## src/rtl/spird_pkg.sv

```systemverilog
package spird_pkg;

    localparam int HALF_W   = 7;   // up to (15+1)*4 = 64 cycles per phase
    localparam int GAP_W    = 5;   // deselect time 1..16
    localparam int IDX_W    = 5;   // byte index within a transaction
    localparam int MAX_DATA = 4;   // data bytes per read

    typedef enum logic [1:0] {
        CMD_READ  = 2'd0,
        CMD_FAST  = 2'd1,
        CMD_WRITE = 2'd2,
        CMD_USER  = 2'd3
    } cmd_mode_e;

    typedef enum logic [1:0] {
        ST_IDLE,
        ST_LOAD,
        ST_WAIT,
        ST_GAP
    } seq_state_e;

    typedef struct packed {
        cmd_mode_e          mode;
        logic [7:0]         opcode;
        logic [2:0]         dummy;
        logic               lsb_first;
        logic               cpol;
        logic [HALF_W-1:0]  half;
        logic [GAP_W-1:0]   gap;
    } xfer_cfg_t;

    function automatic xfer_cfg_t decode_ctrl(input logic [31:0] w);
        xfer_cfg_t         c;
        logic [HALF_W-1:0] base;
        base        = HALF_W'(w[11:8]) + HALF_W'(1);
        c.mode      = cmd_mode_e'(w[1:0]);
        c.opcode    = w[23:16];
        c.dummy     = {w[14], w[7:6]};
        c.lsb_first = w[5];
        c.cpol      = w[4];
        c.half      = w[13] ? (base << 2) : base;
        c.gap       = GAP_W'(16) - GAP_W'(w[27:24]);
        return c;
    endfunction

    function automatic logic [2:0] size_to_bytes(input logic [1:0] code);
        case (code)
            2'd0:    return 3'd1;
            2'd1:    return 3'd2;
            default: return 3'd4;
        endcase
    endfunction

endpackage

```

## src/rtl/spird_shifter.sv

```systemverilog
module spird_shifter
    import spird_pkg::*;
#(
    parameter int TW = HALF_W
) (
    input  logic          clk,
    input  logic          rst,
    input  logic          start,
    input  logic [7:0]    tx_byte,
    input  logic          lsb_first,
    input  logic [TW-1:0] half,
    input  logic          cpol,
    input  logic          miso,
    output logic          done,
    output logic [7:0]    rx_byte,
    output logic          sclk,
    output logic          mosi
);

    logic          active;
    logic          phase_hi;
    logic [2:0]    bit_idx;
    logic [TW-1:0] timer;
    logic [7:0]    sh_tx;
    logic [7:0]    sh_rx;

    always_ff @(posedge clk) begin
        if (rst) begin
            active   <= 1'b0;
            phase_hi <= 1'b0;
            bit_idx  <= '0;
            timer    <= '0;
            sh_tx    <= '0;
            sh_rx    <= '0;
            done     <= 1'b0;
        end else begin
            done <= 1'b0;
            if (start) begin
                active   <= 1'b1;
                phase_hi <= 1'b0;
                timer    <= half - TW'(1);
                bit_idx  <= '0;
                sh_tx    <= tx_byte;
            end else if (active) begin
                if (timer != '0) begin
                    timer <= timer - TW'(1);
                end else if (!phase_hi) begin
                    phase_hi <= 1'b1;
                    timer    <= half - TW'(1);
                    sh_rx    <= lsb_first ? {miso, sh_rx[7:1]} : {sh_rx[6:0], miso};
                end else begin
                    phase_hi <= 1'b0;
                    timer    <= half - TW'(1);
                    if (bit_idx == 3'd7) begin
                        active <= 1'b0;
                        done   <= 1'b1;
                    end else begin
                        bit_idx <= bit_idx + 3'd1;
                        sh_tx   <= lsb_first ? {1'b0, sh_tx[7:1]} : {sh_tx[6:0], 1'b0};
                    end
                end
            end
        end
    end

    assign rx_byte = sh_rx;
    assign mosi    = lsb_first ? sh_tx[0] : sh_tx[7];
    assign sclk    = active ? phase_hi : cpol;

    AST_MOSI_HOLD: assert property (@(posedge clk) disable iff (rst)
        (active && phase_hi && $past(active && phase_hi)) |-> $stable(mosi));

endmodule

```

## src/rtl/spird_seq.sv

```systemverilog
module spird_seq
    import spird_pkg::*;
(
    input  logic              clk,
    input  logic              rst,
    input  logic [31:0]       ctrl_word,
    input  logic              wide_addr_en,
    input  logic              req_valid,
    input  logic [31:0]       req_offset,
    input  logic [1:0]        req_size,
    output logic              req_ready,
    output logic              rsp_valid,
    output logic [31:0]       rsp_data,
    output logic              cs_n,
    output logic              sh_start,
    output logic [7:0]        sh_tx,
    output logic              sh_lsb,
    output logic [HALF_W-1:0] sh_half,
    output logic              sh_cpol,
    input  logic              sh_done,
    input  logic [7:0]        sh_rx
);

    seq_state_e        state;
    xfer_cfg_t         cfg_in;
    logic [7:0]        op_q;
    logic              lsb_q;
    logic              cpol_q;
    logic [HALF_W-1:0] half_q;
    logic [GAP_W-1:0]  gap_q;
    logic [GAP_W-1:0]  gap_cnt;
    logic [31:0]       offs_q;
    logic [2:0]        alen_q;
    logic [IDX_W-1:0]  idx, base_q, last_q;
    logic [31:0]       rdata, rdata_nx;
    logic [2:0]        alen_in, dum_in, nb_in;
    logic [IDX_W-1:0]  didx, asel;

    assign cfg_in    = decode_ctrl(ctrl_word);
    assign alen_in   = wide_addr_en ? 3'd4 : 3'd3;
    assign dum_in    = (cfg_in.mode == CMD_FAST) ? cfg_in.dummy : 3'd0;
    assign nb_in     = size_to_bytes(req_size);
    assign req_ready = (state == ST_IDLE) && (cpol_q == cfg_in.cpol);

    assign sh_start  = (state == ST_LOAD);
    assign sh_lsb    = lsb_q;
    assign sh_half   = half_q;
    assign sh_cpol   = cpol_q;

    assign didx = idx - base_q;
    assign asel = IDX_W'(alen_q) - idx;

    always_comb begin
        if (idx == '0)
            sh_tx = op_q;
        else if (idx <= IDX_W'(alen_q))
            sh_tx = 8'(offs_q >> {asel[1:0], 3'b000});
        else
            sh_tx = 8'h00;
    end

    always_comb begin
        rdata_nx = rdata;
        for (int k = 0; k < MAX_DATA; k++) begin
            if (sh_done && (idx >= base_q) && (didx == IDX_W'(k)))
                rdata_nx[8*k +: 8] = sh_rx;
        end
    end

    always_ff @(posedge clk) begin
        if (rst) begin
            state     <= ST_IDLE;
            op_q      <= '0;
            lsb_q     <= 1'b0;
            cpol_q    <= 1'b0;
            half_q    <= HALF_W'(1);
            gap_q     <= '0;
            gap_cnt   <= '0;
            offs_q    <= '0;
            alen_q    <= 3'd3;
            idx       <= '0;
            base_q    <= '0;
            last_q    <= '0;
            rdata     <= '0;
            cs_n      <= 1'b1;
            rsp_valid <= 1'b0;
            rsp_data  <= '0;
        end else begin
            rsp_valid <= 1'b0;
            case (state)
                ST_IDLE: begin
                    cpol_q <= cfg_in.cpol;
                    if (req_valid && req_ready) begin
                        if (cfg_in.mode == CMD_USER) begin
                            rsp_valid <= 1'b1;
                            rsp_data  <= '0;
                        end else begin
                            op_q   <= cfg_in.opcode;
                            lsb_q  <= cfg_in.lsb_first;
                            half_q <= cfg_in.half;
                            gap_q  <= cfg_in.gap;
                            alen_q <= alen_in;
                            offs_q <= wide_addr_en ? req_offset : {8'h00, req_offset[23:0]};
                            base_q <= IDX_W'(1) + IDX_W'(alen_in) + IDX_W'(dum_in);
                            last_q <= IDX_W'(alen_in) + IDX_W'(dum_in) + IDX_W'(nb_in);
                            idx    <= '0;
                            rdata  <= '0;
                            cs_n   <= 1'b0;
                            state  <= ST_LOAD;
                        end
                    end
                end
                ST_LOAD: state <= ST_WAIT;
                ST_WAIT: begin
                    if (sh_done) begin
                        rdata <= rdata_nx;
                        if (idx == last_q) begin
                            cs_n      <= 1'b1;
                            rsp_valid <= 1'b1;
                            rsp_data  <= rdata_nx;
                            gap_cnt   <= gap_q - GAP_W'(1);
                            state     <= ST_GAP;
                        end else begin
                            idx   <= idx + IDX_W'(1);
                            state <= ST_LOAD;
                        end
                    end
                end
                default: begin
                    if (gap_cnt == '0) state <= ST_IDLE;
                    else               gap_cnt <= gap_cnt - GAP_W'(1);
                end
            endcase
        end
    end

    // deselect-time monitor
    logic [5:0] hi_cnt;
    always_ff @(posedge clk) begin
        if (rst)                    hi_cnt <= 6'd63;
        else if (!cs_n)             hi_cnt <= '0;
        else if (hi_cnt != 6'd63)   hi_cnt <= hi_cnt + 6'd1;
    end

    AST_GAP_MIN: assert property (@(posedge clk) disable iff (rst)
        $fell(cs_n) |-> ($past(hi_cnt) >= 6'($past(gap_q))));
    AST_RSP_FRAMED: assert property (@(posedge clk) disable iff (rst)
        rsp_valid |-> cs_n);
    AST_BUSY_STALL: assert property (@(posedge clk) disable iff (rst)
        !cs_n |-> !req_ready);
    AST_USER_QUIET: assert property (@(posedge clk) disable iff (rst)
        (req_valid && req_ready && ctrl_word[1:0] == 2'b11) |=>
        (cs_n && rsp_valid && rsp_data == '0));

endmodule

```

## src/rtl/spi_xip_reader.sv

```systemverilog
module spi_xip_reader
    import spird_pkg::*;
(
    input  logic        clk,
    input  logic        rst,
    input  logic [31:0] ctrl_word,
    input  logic        wide_addr_en,
    input  logic        req_valid,
    input  logic [31:0] req_offset,
    input  logic [1:0]  req_size,
    output logic        req_ready,
    output logic        rsp_valid,
    output logic [31:0] rsp_data,
    output logic        spi_sclk,
    output logic        spi_cs_n,
    output logic        spi_mosi,
    input  logic        spi_miso
);

    logic              sh_start, sh_lsb, sh_cpol, sh_done;
    logic [7:0]        sh_tx, sh_rx;
    logic [HALF_W-1:0] sh_half;

    spird_seq i_seq (
        .clk          (clk),
        .rst          (rst),
        .ctrl_word    (ctrl_word),
        .wide_addr_en (wide_addr_en),
        .req_valid    (req_valid),
        .req_offset   (req_offset),
        .req_size     (req_size),
        .req_ready    (req_ready),
        .rsp_valid    (rsp_valid),
        .rsp_data     (rsp_data),
        .cs_n         (spi_cs_n),
        .sh_start     (sh_start),
        .sh_tx        (sh_tx),
        .sh_lsb       (sh_lsb),
        .sh_half      (sh_half),
        .sh_cpol      (sh_cpol),
        .sh_done      (sh_done),
        .sh_rx        (sh_rx)
    );

    spird_shifter #(.TW(HALF_W)) i_shift (
        .clk       (clk),
        .rst       (rst),
        .start     (sh_start),
        .tx_byte   (sh_tx),
        .lsb_first (sh_lsb),
        .half      (sh_half),
        .cpol      (sh_cpol),
        .miso      (spi_miso),
        .done      (sh_done),
        .rx_byte   (sh_rx),
        .sclk      (spi_sclk),
        .mosi      (spi_mosi)
    );

    AST_CS_EDGE_CLEAN: assert property (@(posedge clk) disable iff (rst)
        $fell(spi_cs_n) |-> $stable(spi_sclk));

endmodule

```

## config.mk

```make
export PLATFORM = sky130hd
export DESIGN_NAME = spi_xip_reader
export DESIGN_NICKNAME = d
export VERILOG_FILES = /design/src/rtl/spird_pkg.sv /design/src/rtl/spird_shifter.sv /design/src/rtl/spird_seq.sv /design/src/rtl/spi_xip_reader.sv
export SDC_FILE = /design/constraint.sdc
export NUM_CORES = 1
export LEC_CHECK = 0
export ABC_AREA = 1
export BUFFER_PORTS_ARGS = -buffer_cell sky130_fd_sc_hd__buf_2
export CAP_MARGIN = 30
export CORE_MARGIN = 1
export CORE_UTILIZATION = 50
export CTS_CLUSTER_SIZE = 12
export DETAILED_ROUTE_END_ITERATION = 6
export GPL_ROUTABILITY_DRIVEN = 1
export PLACE_DENSITY_LB_ADDON = 0.05
export SYNTH_ARGS = -nofsm -noshare
export SYNTH_HDL_FRONTEND = slang
export SYNTH_SLANG_ARGS = --single-unit
```

## constraint.sdc

```tcl
create_clock -name clk -period 4 [get_ports clk]
set_input_delay 0 -clock clk [delete_from_list [all_inputs] [get_ports clk]]
set_output_delay 0 -clock clk [all_outputs]
set_load 0.05 [all_outputs]
```

==> impl_metrics.yaml, run 1 <==
route:
  drt-total-wl_um: 21400
  first_pass_iters: 5
  ant_nets: 0
  routedWlPerCell_um: 13.1
  vias: 8212
  drtIter0Drc: 520
  drc: 0
  viasPerCell: 5.02
global_routing:
  overflow: 0
  grt.total_usage_pct: 25.1
  grt_pass1_vias: 7668
  grt_max_degree: 89
  grt_pass1_wl_um: 36200
  antenna_found_initial: 0
final_layout:
  post-route-util_pct: 62.1
  diodes: 0
  post_route_cells_drive_above_1_share_pct: 11.2
  areaGrowthSynthToFinish_pct: 19.9
  stdcell_area_mm2: 0.0104
  layout.nets: 1500
place:
  hpwl_um: 13800
  globalplace.congestion: 0.816
  placed_cell_area_mm2: 0.00930
  io_buffers: 99
logic_synthesis:
  avgSynthCellArea_um2: 6.74
  synth_top_cell_area_share_pct: 39.7
  syn_nets: 1385
  syn_area_mm2: 0.00867
  synth.most_common_cell: "nand2_1"
  yosys-top-cells-area: "dfxtp_1 40%, nand2_1 13%, a21oi_1 8.0%, o21ai_0 7.7%, inv_1 7.3%"
  synth_area_leader_cell: "dfxtp_1"
  synthCells: 1287
  synth_seq_area_share_pct: 39.7
  ys_ff_latch: 172
  ys.warnings.count: 0
  netlist-cell-type-count: 36
  synth_common_cells: "290 x nand2_1, 172 x dfxtp_1, 169 x inv_1"
  async_flop_share_pct: 0
  synth_edf_count: 0
  ys.flop_type: "dfxtp_1"
timing:
  hold_violations: 0
  skew_ns: 0.0108
  post-route-period-util_pct: 78.9
  hold_slack_ns: 0.0287
  finalSetupViolCount: 0
  slew_headroom_pct: 45.8
  fmax_ghz: 0.317
  min_period_ns: 3.16
  tightest_slew_ns: 0.811
  fin_tns_setup_ns: 0
  rsz0062_at_grt: "no"
  drv_slew: 0
power_and_ir_drop:
  pwr_density_cell_mw_per_mm2: 655
  max-vdd-ir-drop_mv: 0.375
  p_leak_nw: 4.84
clocking:
  clkTransAtPathRegs_ns: 0.06
  cts-root-buf: "clkbuf_16"
  cts_sinks: 172
  cts_tree: "built"
  clk_latency_ns: 0.43
  cts_max_path_buffers: 2
  htreeDepth: 4
  cts_buffers: 17
  postCtsSetupBuffers: 0
worst_setup_path:
  cp_max_fo: 50
  cp.arrival_ns: 3.53
  worstPathRequired_ns: 4.37
  crit_chain: "inv_1 -> nand2_2 -> inv_2 -> nand2_1 -> nand2_1 -> inv_1 -> nand2_1 -> nor2_4 -> nand2_4 -> buf_4 -> a21oi_2 -> o31ai_2 -> dlygate4sd3_1"
  crit_path_start_kind: "register"
  reg2reg_slack_ns: 0.84
  cp_slowest_stage_delay_ns: 0.57
  critPathKind: "register to register"
  cp-end-kind: "register"
  cp_num_buf_inv: 5
  crit_top_cell: "nand2_1"
  critPathTopFamily: "buffers and inverters"
  critical_path.slowest_cell: "dlygate4sd3_1"
floorplanning:
  start_util_pct: 51.8
  die_w_um: 134
  die_h_um: 134
  core-area_mm2: 0.0168
  num_io_pins: 108
  dieArea_mm2: 0.0179
  rows: 47
worst_hold_path:
  worstHoldPathType: "input pin to register"
flow_run:
  cap_viol_max_count: 0
status:
  status: "completed"
-- layer usage --
metal	wire length, um	part of all wire (%)	GRT usage, %	up-vias
li1	-	-	-	4348
met1	9860	46	31.7	3674
met2	10500	49	43.6	170
met3	788	3.7	4.45	20
met4	244	1.1	6.82	0
met5	0	0	0	-
-- sequential cells by signal (all words and copies together) (netlist names), 7 cells and up --
name	cells
i_seq.offs_q	32
i_seq.op_q	8
i_seq.rdata	32
i_seq.rsp_data	32
i_seq.sh_half	7
i_shift.rx_byte	8
i_shift.sh_tx	8
i_shift.timer	7
-- report_power, final --
group / internal, mW / leakage, nW / switching, mW / total, mW
clock network: 1.02 / 0.292 / 0.704 / 1.72
registers: 2.20 / 1.41 / 0.276 / 2.48
logic: 0.837 / 3.14 / 1.77 / 2.61
-- cell usage in the layout, fill, tap and decap left out, drive strengths merged, types with 5 or more instances in the layout --
cell type / count
ha: 25
clkbuf: 19
a21boi: 8
nand3: 100
nor2: 128
xnor2: 10
nor3: 5
inv: 171
mux2i: 5
clkinv: 6
dfxtp: 172
dlygate4sd3: 49
a21oi: 140
nand4: 5
o21ai: 137
nand2: 292
xor2: 13
buf: 109
-- timing repair --
| action | in CTS | in global routing |
|---|---|---|
| endpoints found under the hold margin | 52 | 0 |
| resized for setup | 0 | 0 |
| hold buffers | 49 | 0 |
-- area by class of cell --
cell class                      instances  area, um^2
Clock buffer                           19         453
Clock inverter                         13         165
Fill cell                            1627        6350
Inverter                              171         643
Multi-Input combinational cell        882        4320
Sequential cell                       172        3440
Tap cell                              220         275
Timing Repair Buffer                  158        1100
-- worst paths after layout --
| path | startpoint | to | cells past startpoint |
|---|---|---|---|
| hold / removal | req_valid | i_seq.state[1] | 5 |
| setup reg to reg | i_seq.state[0] | i_seq.sh_half[0] | 13 |
| setup / recovery | i_seq.state[0] | i_seq.sh_half[0] | 13 |
| hold reg to reg | i_seq.op_q[0] | i_seq.op_q[0] | 2 |
-- cell families after synthesis --
| logic type | count (synthesis) | share of synthesized area (%) |
|---|---|---|
| buf+inv | 233 | 10.5 |
| flops | 172 | 39.7 |
| mux | 5 | 0.577 |
| xor+xnor | 23 | 2.32 |
| simple gates | 532 | 25.3 |
| compound gates | 295 | 17.6 |
| fa+ha+maj | 27 | 4.07 |
-- tightest hold or removal path, delay by kind of cell --
| kind | cells | cell delay (ns) |
|---|---|---|
| AOI/OAI and AO/OA | 1 | 0.10 |
| buffers and inverters | 3 | 0.20 |
| and+or+nand+nor | 1 | 0.10 |
-- per-stage QoR --
step | setup WS [ns] | cells | total power [mW]
2_1_floorplan | 1.79 | 1287 | 4.52
3_3_place_gp | 1.22 | 1551 | 5.00
3_5_place_dp | 1.17 | 1554 | 5.08
4_1_cts | 0.865 | 1635 | 6.85
5_1_grt | 0.531 | 1635 | 7.36
6_report | 0.844 | 1635 | 6.81
(Power assumes the default switching activity.)
==> run 2: changes to the inputs <==
Clock period 4 ns to 2.7 ns, I/O delays scaled along.
==> impl_metrics.yaml, run 2 (synthesized netlist as in run 1, its figures left out) <==
timing:
  hold_violations: 0
  post-route-period-util_pct: 92.3
  fin_tns_setup_ns: 0
  min_period_ns: 2.49
  tightest_slew_ns: 0.743
  fmax_ghz: 0.401
  drv_slew: 0
  finalSetupViolCount: 0
  rsz0062_at_grt: "no"
  skew_ns: 0.0112
  slew_headroom_pct: 50.4
worst_hold_path:
  worstHoldPathType: "input pin to register"
final_layout:
  areaGrowthSynthToFinish_pct: 20.7
  layout.nets: 1511
  post_route_cells_drive_above_1_share_pct: 11.9
  diodes: 0
  final_common_cell: "nand2_1"
  fillers: 1618
  top_regs: "i_seq.offs_q (32), i_seq.rdata (32), i_seq.rsp_data (32)"
  post-route-util_pct: 62.5
  layout_common_cells: "290 x nand2_1, 172 x dfxtp_1, 168 x inv_1"
place:
  hpwl_um: 13600
  globalplace.congestion: 0.821
  io_buffers: 99
power_and_ir_drop:
  combPwrFrac_pct: 39.6
  swShare_pct: 40.6
  p_leak_nw: 4.89
  p_int_mw: 6.02
  seq_power_share_pct: 35.9
  pwr_density_cell_mw_per_mm2: 968
  max-vdd-ir-drop_mv: 0.473
  p_clk_share_pct: 24.4
  power_switching_mw: 4.11
  p_total_mw: 10.1
global_routing:
  antenna_found_initial: 0
  grt_max_degree: 113
  use_met3_pct: 3.23
  use_met2_pct: 39.5
  grt_pass1_wl_um: 35100
  use_met1_pct: 31.9
  busiest_layer: "met2"
  overflow: 0
  grt_pass1_vias: 7488
  grt.total_usage_pct: 24.1
route:
  drt-total-wl_um: 20500
  ant_nets: 0
  drtIter0Drc: 332
  drc: 0
  viasPerCell: 5.00
  first_pass_iters: 5
  vias: 8225
  routedWlPerCell_um: 12.5
worst_setup_path:
  cp_slowest_stage_delay_ns: 0.57
  worstPathRequired_ns: 3.07
  critPathTopFamily: "simple AND/OR/NAND/NOR gates"
  cp_num_buf_inv: 3
  critical_path.slowest_cell: "dlygate4sd3_1"
  cp_max_fo: 45
  cp-end-kind: "register"
  crit_chain: "nor2_1 -> nand3_1 -> nand2_1 -> inv_1 -> nand2_1 -> nor2_4 -> nand2_4 -> buf_6 -> a21oi_2 -> o31ai_2 -> dlygate4sd3_1"
  cp.arrival_ns: 2.87
  crit_path_start_kind: "register"
  crit_top_cell: "nand2_1"
  critPathKind: "register to register"
clocking:
  postCtsSetupBuffers: 0
  cts_buffers: 17
  cts-root-buf: "clkbuf_16"
  htreeDepth: 4
  cts_sinks: 172
  clkTransAtPathRegs_ns: 0.07
  cts_tree: "built"
  clk_latency_ns: 0.43
  cts_max_path_buffers: 2
flow_run:
  cap_viol_max_count: 0
floorplanning:
  die_h_um: 134
  die_w_um: 134
  rows: 47
  core-area_mm2: 0.0168
  num_io_pins: 108
  start_util_pct: 51.8
  dieArea_mm2: 0.0179
status:
  status: "completed"
[run 2: timing repair]
item / 4_1_cts / 5_1_grt
endpoints found under the hold margin: 52 / 0
hold buffers: 49 / 0
endpoints found under the setup margin: 0 / 1
resized for setup: 0 / 1
[run 2: tightest hold or removal path, stage by stage]
cell and delay [ns]:
buf_2 0.12, nand3_1 0.14, nand4_1 0.11, inv_1 0.06
[run 2: stage by stage]
step,hold WS (ns),worst slack (ns),instances,cell area (um^2)
floorplan,0.0924,0.493,1287,8670
global placement,0.232,0.476,1565,9380
detailed placement,0.232,0.460,1565,9380
CTS,0.0119,0.147,1646,10500
global route,0.0594,0.0626,1646,10500
finish,0.0277,0.207,1646,10500
[run 2: metal layers]
metal | routed length [um] | up-vias
met3 | 605 | 33
li1 | - | 4363
met2 | 9520 | 146
met1 | 9920 | 3683
met4 | 484 | 0
met5 | 0 | -
[run 2: area by class of cell]
class	count	area (um^2)	area share [%]
repair buffers	169	1180	11.3
clock inverters	14	160	1.53
flip-flops and latches	172	3440	32.9
clock buffers	18	439	4.19
inverters	171	643	6.14
well taps	220	275	2.63
multi-input cells	882	4320	41.3
[run 2: path summary, 6_finish.rpt]
kind / startpoint / to / slack [ns] / cells after the start
worst max-delay path: i_seq.state[0] / i_seq.sh_half[0] / 0.21 / 11
worst min-delay path: ctrl_word[0] / i_seq.state[1] / 0.03 / 4
worst max register to register: i_seq.state[0] / i_seq.sh_half[0] / 0.21 / 11
worst min register to register: i_seq.op_q[6] / i_seq.op_q[6] / 0.45 / 2
[run 2: power by group through the flow]
stage / clock network, mW / logic (mW) / registers [mW]
global route: 2.61 / 4.61 / 3.73
global placement: 0 / 3.88 / 3.68
detailed placement: 0 / 3.95 / 3.69
floorplan: 0 / 2.80 / 3.90
CTS: 2.51 / 4.03 / 3.64
finish: 2.48 / 4.01 / 3.64
